$ cat config.mk
export PLATFORM = sky130hd
export DESIGN_NAME = idist_top
export DESIGN_NICKNAME = d
export VERILOG_FILES = /design/src/rtl/idist_pkg.sv /design/src/rtl/idist_src_bank.sv /design/src/rtl/idist_pick.sv /design/src/rtl/idist_top.sv
export SDC_FILE = /design/constraint.sdc
export NUM_CORES = 1
export LEC_CHECK = 0
export ABC_AREA = 1
export BUFFER_PORTS_ARGS = -buffer_cell sky130_fd_sc_hd__buf_2
export CAP_MARGIN = 20
export CORE_MARGIN = 2
export CORE_UTILIZATION = 35
export DETAILED_ROUTE_END_ITERATION = 10
export GPL_ROUTABILITY_DRIVEN = 0
export HOLD_SLACK_MARGIN = 0.06
export PLACE_DENSITY_LB_ADDON = 0.08
export SYNTH_ARGS = -nofsm -noshare
export SYNTH_HDL_FRONTEND = slang
export SYNTH_SLANG_ARGS = --single-unit
$ cat constraint.sdc
create_clock -name clk -period 25.2 [get_ports clk]
set_clock_uncertainty 0.2 [all_clocks]
set_input_delay 3.78 -clock clk [delete_from_list [all_inputs] [get_ports clk]]
set_output_delay 3.78 -clock clk [all_outputs]
set_load 0.01 [all_outputs]
$ cat src/rtl/idist_pkg.sv
// Shared constants and the per-source configuration record.
// Assumes exactly four cores and 4-bit levels.
package idist_pkg;
    localparam int PRIO_W    = 4;
    localparam int CPU_N     = 4;
    localparam int CPU_SEL_W = 2;
    localparam int ID_W      = 10;
    localparam int ID_NONE   = 1023;
    localparam int CFG_W     = 2 + PRIO_W + CPU_N;

    typedef struct packed {
        logic [CPU_N-1:0]  tgt;
        logic [PRIO_W-1:0] prio;
        logic              edge_md;
        logic              en;
    } src_cfg_t;

    localparam src_cfg_t CFG_DFLT = '{tgt: 4'b0001, prio: 4'd8, edge_md: 1'b0, en: 1'b0};
    localparam logic [PRIO_W-1:0] MASK_DFLT = 4'hF;
endpackage

$ cat src/rtl/idist_src_bank.sv
// Per-source state: configuration, pending and active flags, edge history.
// Assumes ack_clr and eoi_clr are one-hot or zero.
module idist_src_bank
    import idist_pkg::*;
#(
    parameter int N_SRC = 8
) (
    input  logic                 clk,
    input  logic                 rst_n,
    input  logic [N_SRC-1:0]     src_in,
    input  logic [N_SRC-1:0]     cfg_we,
    input  logic [CFG_W-1:0]     cfg_wdata,
    input  logic [N_SRC-1:0]     ack_clr,
    input  logic [N_SRC-1:0]     eoi_clr,
    output src_cfg_t [N_SRC-1:0] cfg,
    output logic [N_SRC-1:0]     pend,
    output logic [N_SRC-1:0]     act
);
    logic [N_SRC-1:0] prev_q;

    // Remembers each input from the last edge so rising edges can be found.
    always_ff @(posedge clk) begin
        if (!rst_n) prev_q <= '0;
        else        prev_q <= src_in;
    end

    for (genvar gi = 0; gi < N_SRC; gi++) begin : g_src
        logic set_w;
        assign set_w = cfg[gi].edge_md ? (src_in[gi] & ~prev_q[gi]) : src_in[gi];

        // Holds the programmed configuration of this source.
        always_ff @(posedge clk) begin
            if (!rst_n)          cfg[gi] <= CFG_DFLT;
            else if (cfg_we[gi]) cfg[gi] <= src_cfg_t'(cfg_wdata);
        end

        // Pending: an acknowledge clears it, otherwise a trigger sets it.
        always_ff @(posedge clk) begin
            if (!rst_n)           pend[gi] <= 1'b0;
            else if (ack_clr[gi]) pend[gi] <= 1'b0;
            else if (set_w)       pend[gi] <= 1'b1;
        end

        // Active: an acknowledge sets it, an end-of-interrupt clears it.
        always_ff @(posedge clk) begin
            if (!rst_n)           act[gi] <= 1'b0;
            else if (ack_clr[gi]) act[gi] <= 1'b1;
            else if (eoi_clr[gi]) act[gi] <= 1'b0;
        end
    end
endmodule

$ cat src/rtl/idist_pick.sv
// Chooses the most urgent qualifying source for one core.
// Strict compare: the level must be below the threshold. Ties go to the lower index.
module idist_pick
    import idist_pkg::*;
#(
    parameter int N_SRC = 8,
    parameter int CORE  = 0,
    localparam int IDX_W = $clog2(N_SRC)
) (
    input  src_cfg_t [N_SRC-1:0] cfg,
    input  logic [N_SRC-1:0]     pend,
    input  logic [N_SRC-1:0]     act,
    input  logic [PRIO_W-1:0]    mask,
    output logic                 found,
    output logic [IDX_W-1:0]     idx
);
    logic [PRIO_W-1:0] best;

    // Linear scan with a shrinking bound, so equal levels keep the first index.
    always_comb begin
        found = 1'b0;
        idx   = '0;
        best  = mask;
        for (int i = 0; i < N_SRC; i++) begin
            if (cfg[i].en && pend[i] && !act[i] && cfg[i].tgt[CORE] && (cfg[i].prio < best)) begin
                found = 1'b1;
                idx   = IDX_W'(i);
                best  = cfg[i].prio;
            end
        end
    end
endmodule

$ cat src/rtl/idist_top.sv
// Interrupt distributor top: register port, per-core thresholds, pickers,
// acknowledge and end-of-interrupt. Assumes N_SRC is a power of two from 4 to 512.
module idist_top
    import idist_pkg::*;
#(
    parameter int N_SRC = 8,
    localparam int IDX_W  = $clog2(N_SRC),
    localparam int ADDR_W = IDX_W + 1
) (
    input  logic                 clk,
    input  logic                 rst_n,
    input  logic [N_SRC-1:0]     src_in,
    input  logic                 reg_we,
    input  logic [ADDR_W-1:0]    reg_addr,
    input  logic [CFG_W-1:0]     reg_wdata,
    output logic [CFG_W+1:0]     reg_rdata,
    input  logic                 ack_valid,
    input  logic [CPU_SEL_W-1:0] ack_cpu,
    output logic [ID_W-1:0]      ack_id,
    input  logic                 eoi_valid,
    input  logic [ID_W-1:0]      eoi_id,
    output logic [CPU_N-1:0]     cpu_irq
);
    logic [CPU_N-1:0][PRIO_W-1:0] mask_q;
    src_cfg_t [N_SRC-1:0]         cfg_v;
    logic [N_SRC-1:0]             pend_v, act_v, cfg_we, ack_clr, eoi_clr;
    logic [CPU_N-1:0]             found_v;
    logic [CPU_N-1:0][IDX_W-1:0]  idx_v;
    logic                         sel_mask;

    assign sel_mask = reg_addr[ADDR_W-1];

    // Decodes a write to one source configuration word.
    always_comb begin
        for (int i = 0; i < N_SRC; i++)
            cfg_we[i] = reg_we && !sel_mask && (reg_addr[IDX_W-1:0] == IDX_W'(i));
    end

    // Holds the per-core thresholds.
    always_ff @(posedge clk) begin
        if (!rst_n) begin
            for (int c = 0; c < CPU_N; c++) mask_q[c] <= MASK_DFLT;
        end else if (reg_we && sel_mask) begin
            mask_q[reg_addr[CPU_SEL_W-1:0]] <= reg_wdata[PRIO_W-1:0];
        end
    end

    idist_src_bank #(.N_SRC(N_SRC)) u_bank (
        .clk(clk), .rst_n(rst_n), .src_in(src_in), .cfg_we(cfg_we),
        .cfg_wdata(reg_wdata), .ack_clr(ack_clr), .eoi_clr(eoi_clr),
        .cfg(cfg_v), .pend(pend_v), .act(act_v)
    );

    for (genvar gc = 0; gc < CPU_N; gc++) begin : g_core
        idist_pick #(.N_SRC(N_SRC), .CORE(gc)) u_pick (
            .cfg(cfg_v), .pend(pend_v), .act(act_v), .mask(mask_q[gc]),
            .found(found_v[gc]), .idx(idx_v[gc])
        );
    end

    assign cpu_irq = found_v;

    // Returns the chosen ID and forms the one-hot clear for the acknowledge.
    always_comb begin
        ack_id  = found_v[ack_cpu] ? ID_W'(idx_v[ack_cpu]) : ID_W'(ID_NONE);
        ack_clr = (ack_valid && found_v[ack_cpu]) ? (N_SRC'(1) << idx_v[ack_cpu]) : '0;
    end

    // Forms the one-hot end-of-interrupt clear and drops IDs that are out of range.
    always_comb begin
        eoi_clr = (eoi_valid && (eoi_id < ID_W'(N_SRC))) ? (N_SRC'(1) << eoi_id[IDX_W-1:0]) : '0;
    end

    // Read mux: a core threshold or a source word with its status.
    always_comb begin
        if (sel_mask)
            reg_rdata = (CFG_W+2)'(mask_q[reg_addr[CPU_SEL_W-1:0]]);
        else
            reg_rdata = {act_v[reg_addr[IDX_W-1:0]], pend_v[reg_addr[IDX_W-1:0]],
                         CFG_W'(cfg_v[reg_addr[IDX_W-1:0]])};
    end
endmodule

; Yosys cells after proc, flatten, opt, wreduce, memory -nomap -nowiden
; Cells that the tools add are included.
[op_classes]
n_lt_le_gt_ge = 37
n_eq_ne = 7
shift = 2
mux = 131
bitwise_logic = 17
n_reduce_logical = 119
[ops]
columns = op, n
row1 = $lt A4 B4 Y1, 32
row2 = $mux W4, 30
row3 = $logic_and A1 B1 Y1, 93
row4 = $mux W1, 63
row5 = $mux W3, 17
row6 = $bmux W10 S3, 1
row7 = $mux W10, 2
row8 = $bwmux W16, 1
row9 = $mux W2, 8
row10 = $mux W8, 2
row11 = $reduce_bool A2 Y1, 8
row12 = $reduce_or A2 Y1, 8
row13 = $shl A1 B3 Y8 const A, 2
row14 = $eq A3 B3 Y1 const B, 4
row15 = $mux W12, 1
row16 = $lt A10 B4 Y1 const B, 1
row17 = $logic_not A1 Y1, 9
row18 = $not A1 Y1, 9
row19 = $and A1 B1 Y1, 8
row20 = $bmux W4 S2, 1
row21 = $demux W4 S2, 1
row22 = $bmux W1 S3, 2
row23 = $bmux W3 S2, 1
row24 = $eq A3 B2 Y1 const B, 2
row25 = other kinds (6), 7
[totals]
reg_bits = 120
input_bits = 39
output_inout_bits = 26

; Depth between registers and ports, before layout
[logic_depth]
word_depth = 31
depth_mapped = 76
mapped_depth_nobuf = 76

; By module
; From an unflattened synthesis, not the netlist that was laid out.
[hier_totals]
hier_cells = 2126
hier_area_um2 = 12144.1
[modules_own_cells]
columns = module, n_inst, cells_per_inst, area_per_inst_um2
row1 = idist_pick, 4, 308, 1627.8
row2 = idist_src_bank, 1, 469, 3595.9
row3 = idist_top, 1, 425, 2037.0

; Worst setup path after synthesis
; OpenSTA, ideal clock, no wires.
[synth_timing]
path_type = reg2out
startpoint = register u_bank.cfg[5] (netlist name)
endpoint = output port ack_id[2]
t_arrival_ns = 8.686
t_required_ns = 21.220
slack_ns = 12.534
stages_incl_launch_ff = 59
n_path_buf = 0
cell_sequence = dfxtp_1 > ha_1 > nand2_1 > nand3_1 > nor2_4 > nand2_4 > nand2_1 > o21ai_0 > ha_1 > or2_2 > nor2_2 > nand2_2 > nand2_1 > o21ai_0 > ha_1 > nor4_1 > nand2_1 > nand2_4 > (+23 left out) > nand2_2 > nand2_1 > nor2_1 > a21oi_1 > ha_1 > a2111oi_0 > nand2_2 > nand2_1 > o21ai_0 > ha_1 > a2111oi_0 > nand2_2 > nand2_1 > nand2_1 > nand3_2 > nand2_4 > nor2_8 > inv_1
[synth_between]
elab_chain_len = 27
[synth_lines]
columns = item, line_no
row1 = $lt A4 B4 Y1, idist_pick.sv:25  ; if (cfg[i].en && pend[i] && !act[i] && cfg[i].tgt[CORE] && (cfg[i].prio < best)) begin
row2 = $logic_and A1 B1 Y1, idist_pick.sv:25
row3 = $mux W4, idist_pick.sv:25
row4 = $lt A4 B4 Y1, idist_pick.sv:25
row5 = $logic_and A1 B1 Y1, idist_pick.sv:25
row6 = $mux W4, idist_pick.sv:25
row7 = $lt A4 B4 Y1, idist_pick.sv:25
row8 = $logic_and A1 B1 Y1, idist_pick.sv:25
row9 = (+12 left out), --
row10 = $mux W4, idist_pick.sv:25
row11 = $lt A4 B4 Y1, idist_pick.sv:25
row12 = $logic_and A1 B1 Y1, idist_pick.sv:25
row13 = $mux W1 *, idist_pick.sv:25
row14 = named net g_core[0].u_pick.found, idist_pick.sv:14  ; output logic found,
row15 = $bmux W1 S2 *, idist_top.sv:65  ; ack_id = found_v[ack_cpu] ? ID_W'(idx_v[ack_cpu]) : ID_W'(ID_NONE);
row16 = $mux W1 (not written as such) *, idist_top.sv:65
row17 = $mux W10 *, idist_top.sv:65
row18 = end: declaration, idist_top.sv:19  ; output logic [ID_W-1:0] ack_id,
; The timed path passes the listed nets; every way through them passes the cells marked *. The select of a mux whose other input is x is not followed.

; Final worst setup path
[layout_timing]
startpoint = register u_bank.cfg[5] (netlist name)
endpoint = output port ack_id[2]
[layout_between]
elab_chain_len = 27
[layout_lines]
columns = item, line_no
row1 = $lt A4 B4 Y1, idist_pick.sv:25
row2 = $logic_and A1 B1 Y1, idist_pick.sv:25
row3 = $mux W4, idist_pick.sv:25
row4 = $lt A4 B4 Y1, idist_pick.sv:25
row5 = $logic_and A1 B1 Y1, idist_pick.sv:25
row6 = $mux W4, idist_pick.sv:25
row7 = $lt A4 B4 Y1, idist_pick.sv:25
row8 = $logic_and A1 B1 Y1, idist_pick.sv:25
row9 = (+11 left out), --
row10 = $logic_and A1 B1 Y1, idist_pick.sv:25
row11 = $mux W4, idist_pick.sv:25
row12 = $lt A4 B4 Y1, idist_pick.sv:25
row13 = $logic_and A1 B1 Y1, idist_pick.sv:25
row14 = $mux W3 / $mux W1 (equally long branches), idist_pick.sv:25
row15 = $bmux W3 S2 / $bmux W1 S2 (equally long branches), idist_top.sv:65
row16 = $mux W3 (not written as such) / $mux W1 (equally long branches), idist_top.sv:65
row17 = $mux W10 *, idist_top.sv:65
; Mark *: on every way between the ends. The rest lies on a longest branch, timed or not. The select of a mux whose other input is x is not followed.

==> flow_summary.ini <==
[floorplan]
row_count = 63
dieArea_um2 = 31600
die_y_um = 178
die_w_um = 178
start_util = 0.356
boundaryPins = 65
core_area_um2 = 29600

[timing]
rsz0062_at_grt = no
setup_viol = 0
min_period_over_period = 0.600
fin_crit_ns = 15.11
hold_viol_final = 0
finalMaxSlewViolations = 0
worst_slack_ns = 10.09
timing.hold.ws_ns = 0.273
max_freq_ghz = 0.0662
timing.slew.headroom = 0.301
fin_setup_tns_ns = 0
tightest_slew_ns = 1.05

[layout]
utilization = 0.398
area.growth.synth_to_final_pct = 11.7
multi_input_area_um2 = 7060
antenna_cells = 0
regArea_um2 = 2400
drive_gt1_frac = 0.124
fin_nets = 1875
nFillCells = 3316

[power_and_ir_drop]
p_switching_mw = 0.160
power_frac_clock = 0.466
p_leak_nw = 5.88
cellInternalPower_mw = 0.372
combPwrFrac = 0.151
ir_drop_v = 0.0000474
powerDensity_nw_per_um2 = 45.1
sequentialPowerShare = 0.383
swShare = 0.300

[synthesis]
netlist_top_cells_count = nand2_1 (477), inv_1 (213), nand3_1 (196)
synthFlopType = dfxtp_1
synth_simple_gate_area_frac = 0.417
synthesis.nets = 1836
netlist.area_leader.share = 0.228
yosysMostFrequentCell = nand2_1
synth_top_cell_by_area = dfxtp_1
synth_xor_xnor_area_share = 0
async_reset_ff_frac = 0
synth.area.mux_share = 0
synth_cell_types = 47
yosys_register_bits = 120
synth_seq_area_share = 0.228
synthCells = 1741
synth_edf_count = 0
synth_adder_area_share = 0.0664
synth_compound_area_frac = 0.185
avgSynthCellArea_um2 = 6.06
synth_top_family_by_area = simple AND/OR/NAND/NOR gates
netlist_area_um2 = 10600
yosys_warnings = 0
ys_top_cells_by_area = dfxtp_1 (23%), nand2_1 (17%), nand3_1 (9.3%)

[clock_network]
clockBufferDepth = 2
cts_buffers = 17
clock_latency_ns = 0.43
post_cts_buffers = 0
root_buffer = clkbuf_16
cts_tree = yes
clock-sinks = 120
cts_hold_buf = 0
cts-htree-levels = 4
path_clk_slew_ns = 0.06
cts_resized = 0

[global_route]
grt_max_degree = 106
track_usage = 0.269
grt_remaining_overflow = 0
grt_pass1_vias = 10980
antenna_found_initial = 1
grt_first_pass_wirelength_mm = 64.2

[run_status]
run_status = completed

[routing]
dr.first_iter.drc_count = 958
ant_nets = 0
num_vias = 11702
dr.pass1.iters = 5
drc_errors = 0
wl_per_cell_um = 19.2
viasPerCell = 5.36
finalWirelength_mm = 41.9

[critical_path]
cpMostUsedCell = nand2_1
start_kind = flip-flop
critPathKind = reg -> out
endpoint_kind = output pin
cp_slowest_cell = dfxtp_1
critical_path.startpoint = u_bank.cfg[5]$_SDFFE_PN1P_
slowest_delay_ns = 0.62
cp.required_ns = 21.22
regToRegStartpoint = u_bank.cfg[5]$_SDFFE_PN1P_
arrival_ns = 11.13
critical_path.max_fanout = 10

[placed_design]
dpl_worst_slack_ns = 10.73
io_buffer_count = 64
dp_hpwl_mm = 32.4

[min_path]
min_from = u_bank.act[1]$_SDFFE_PN0P_
min_path_type = reg -> reg

[job]
maxCapViolations = 0
==> cell usage in the layout (no fill, tap or decap), types with 14 or more instances in the layout <==
master       n
a21oi_1     99
buf_2       64
clkbuf_16   17
dfxtp_1    120
ha_1        56
inv_1      213
nand2_1    477
nand2_2     43
nand2_4     28
nand3_1    196
nor2_1     134
o211ai_1    14
o21ai_0    132
o22ai_1     18
==> power by group through the flow <==
stage | sequential [mW] | combinational (mW) | clock [mW]
floorplan | 0.204 | 0.0539 | 0
global placement | 0.208 | 0.0793 | 0
detailed placement | 0.208 | 0.0795 | 0
CTS | 0.203 | 0.0799 | 0.251
global route | 0.204 | 0.0902 | 0.259
finish | 0.204 | 0.0802 | 0.248
==> layer usage <==
layer | GRT usage | vias up | part of all wire
met5 | 0 | - | 0
met4 | 0.0908 | 0 | 0.031
met3 | 0.0401 | 71 | 0.065
met2 | 0.427 | 372 | 0.44
met1 | 0.370 | 5410 | 0.46
li1 | - | 5849 | -
==> per-stage QoR <==
step | instances | total power [mW] | instance area (um^2)
finish | 2183 | 0.532 | 11800
global route | 2183 | 0.554 | 11800
CTS | 2180 | 0.535 | 11800
detailed placement | 2148 | 0.287 | 11200
global placement | 2148 | 0.287 | 11200
floorplan | 1741 | 0.257 | 10600
==> final timing paths <==
| check | to | slack, ns | cells after the start |
|---|---|---|---|
| worst max-delay path | ack_id[2] | 10.09 | 57 |
| worst min-delay path | u_bank.act[1]$_SDFFE_PN0P_ | 0.27 | 2 |
| worst max register to register | u_bank.act[5]$_SDFFE_PN0P_ | 14.07 | 57 |
| worst min register to register | u_bank.act[1]$_SDFFE_PN0P_ | 0.27 | 2 |
==> sequential cells by signal (all words and copies together), names as in the netlist <==
register / flops
mask_q: 16
u_bank.pend: 8
u_bank.act: 8
u_bank.prev_q: 8
u_bank.cfg: 80
==> worst max-delay path: cells and delay by family, from the launching register on <==
family,cells,cell delay (ns)
compound gates,10,2.51
flops,1,0.62
buf+inv,8,0.73
simple gates,31,4.62
fa+ha+maj,8,2.19
==> layout make-up <==
cell class                      instances  share of cell area
Clock buffer                           19              0.0384
Clock inverter                         13              0.0121
Inverter                              230              0.0732
Multi-Input combinational cell       1339               0.598
Sequential cell                       120               0.204
Tap cell                              390              0.0414
Timing Repair Buffer                   72              0.0328
==> cells by family after synthesis <==
group / Yosys count
AND/OR/NAND/NOR: 947
AO/OA/AOI/OAI: 336
buffers and inverters: 282
flip-flops: 120
adder cells (fa/ha/maj): 56
Power figures use the tool's default switching activity.
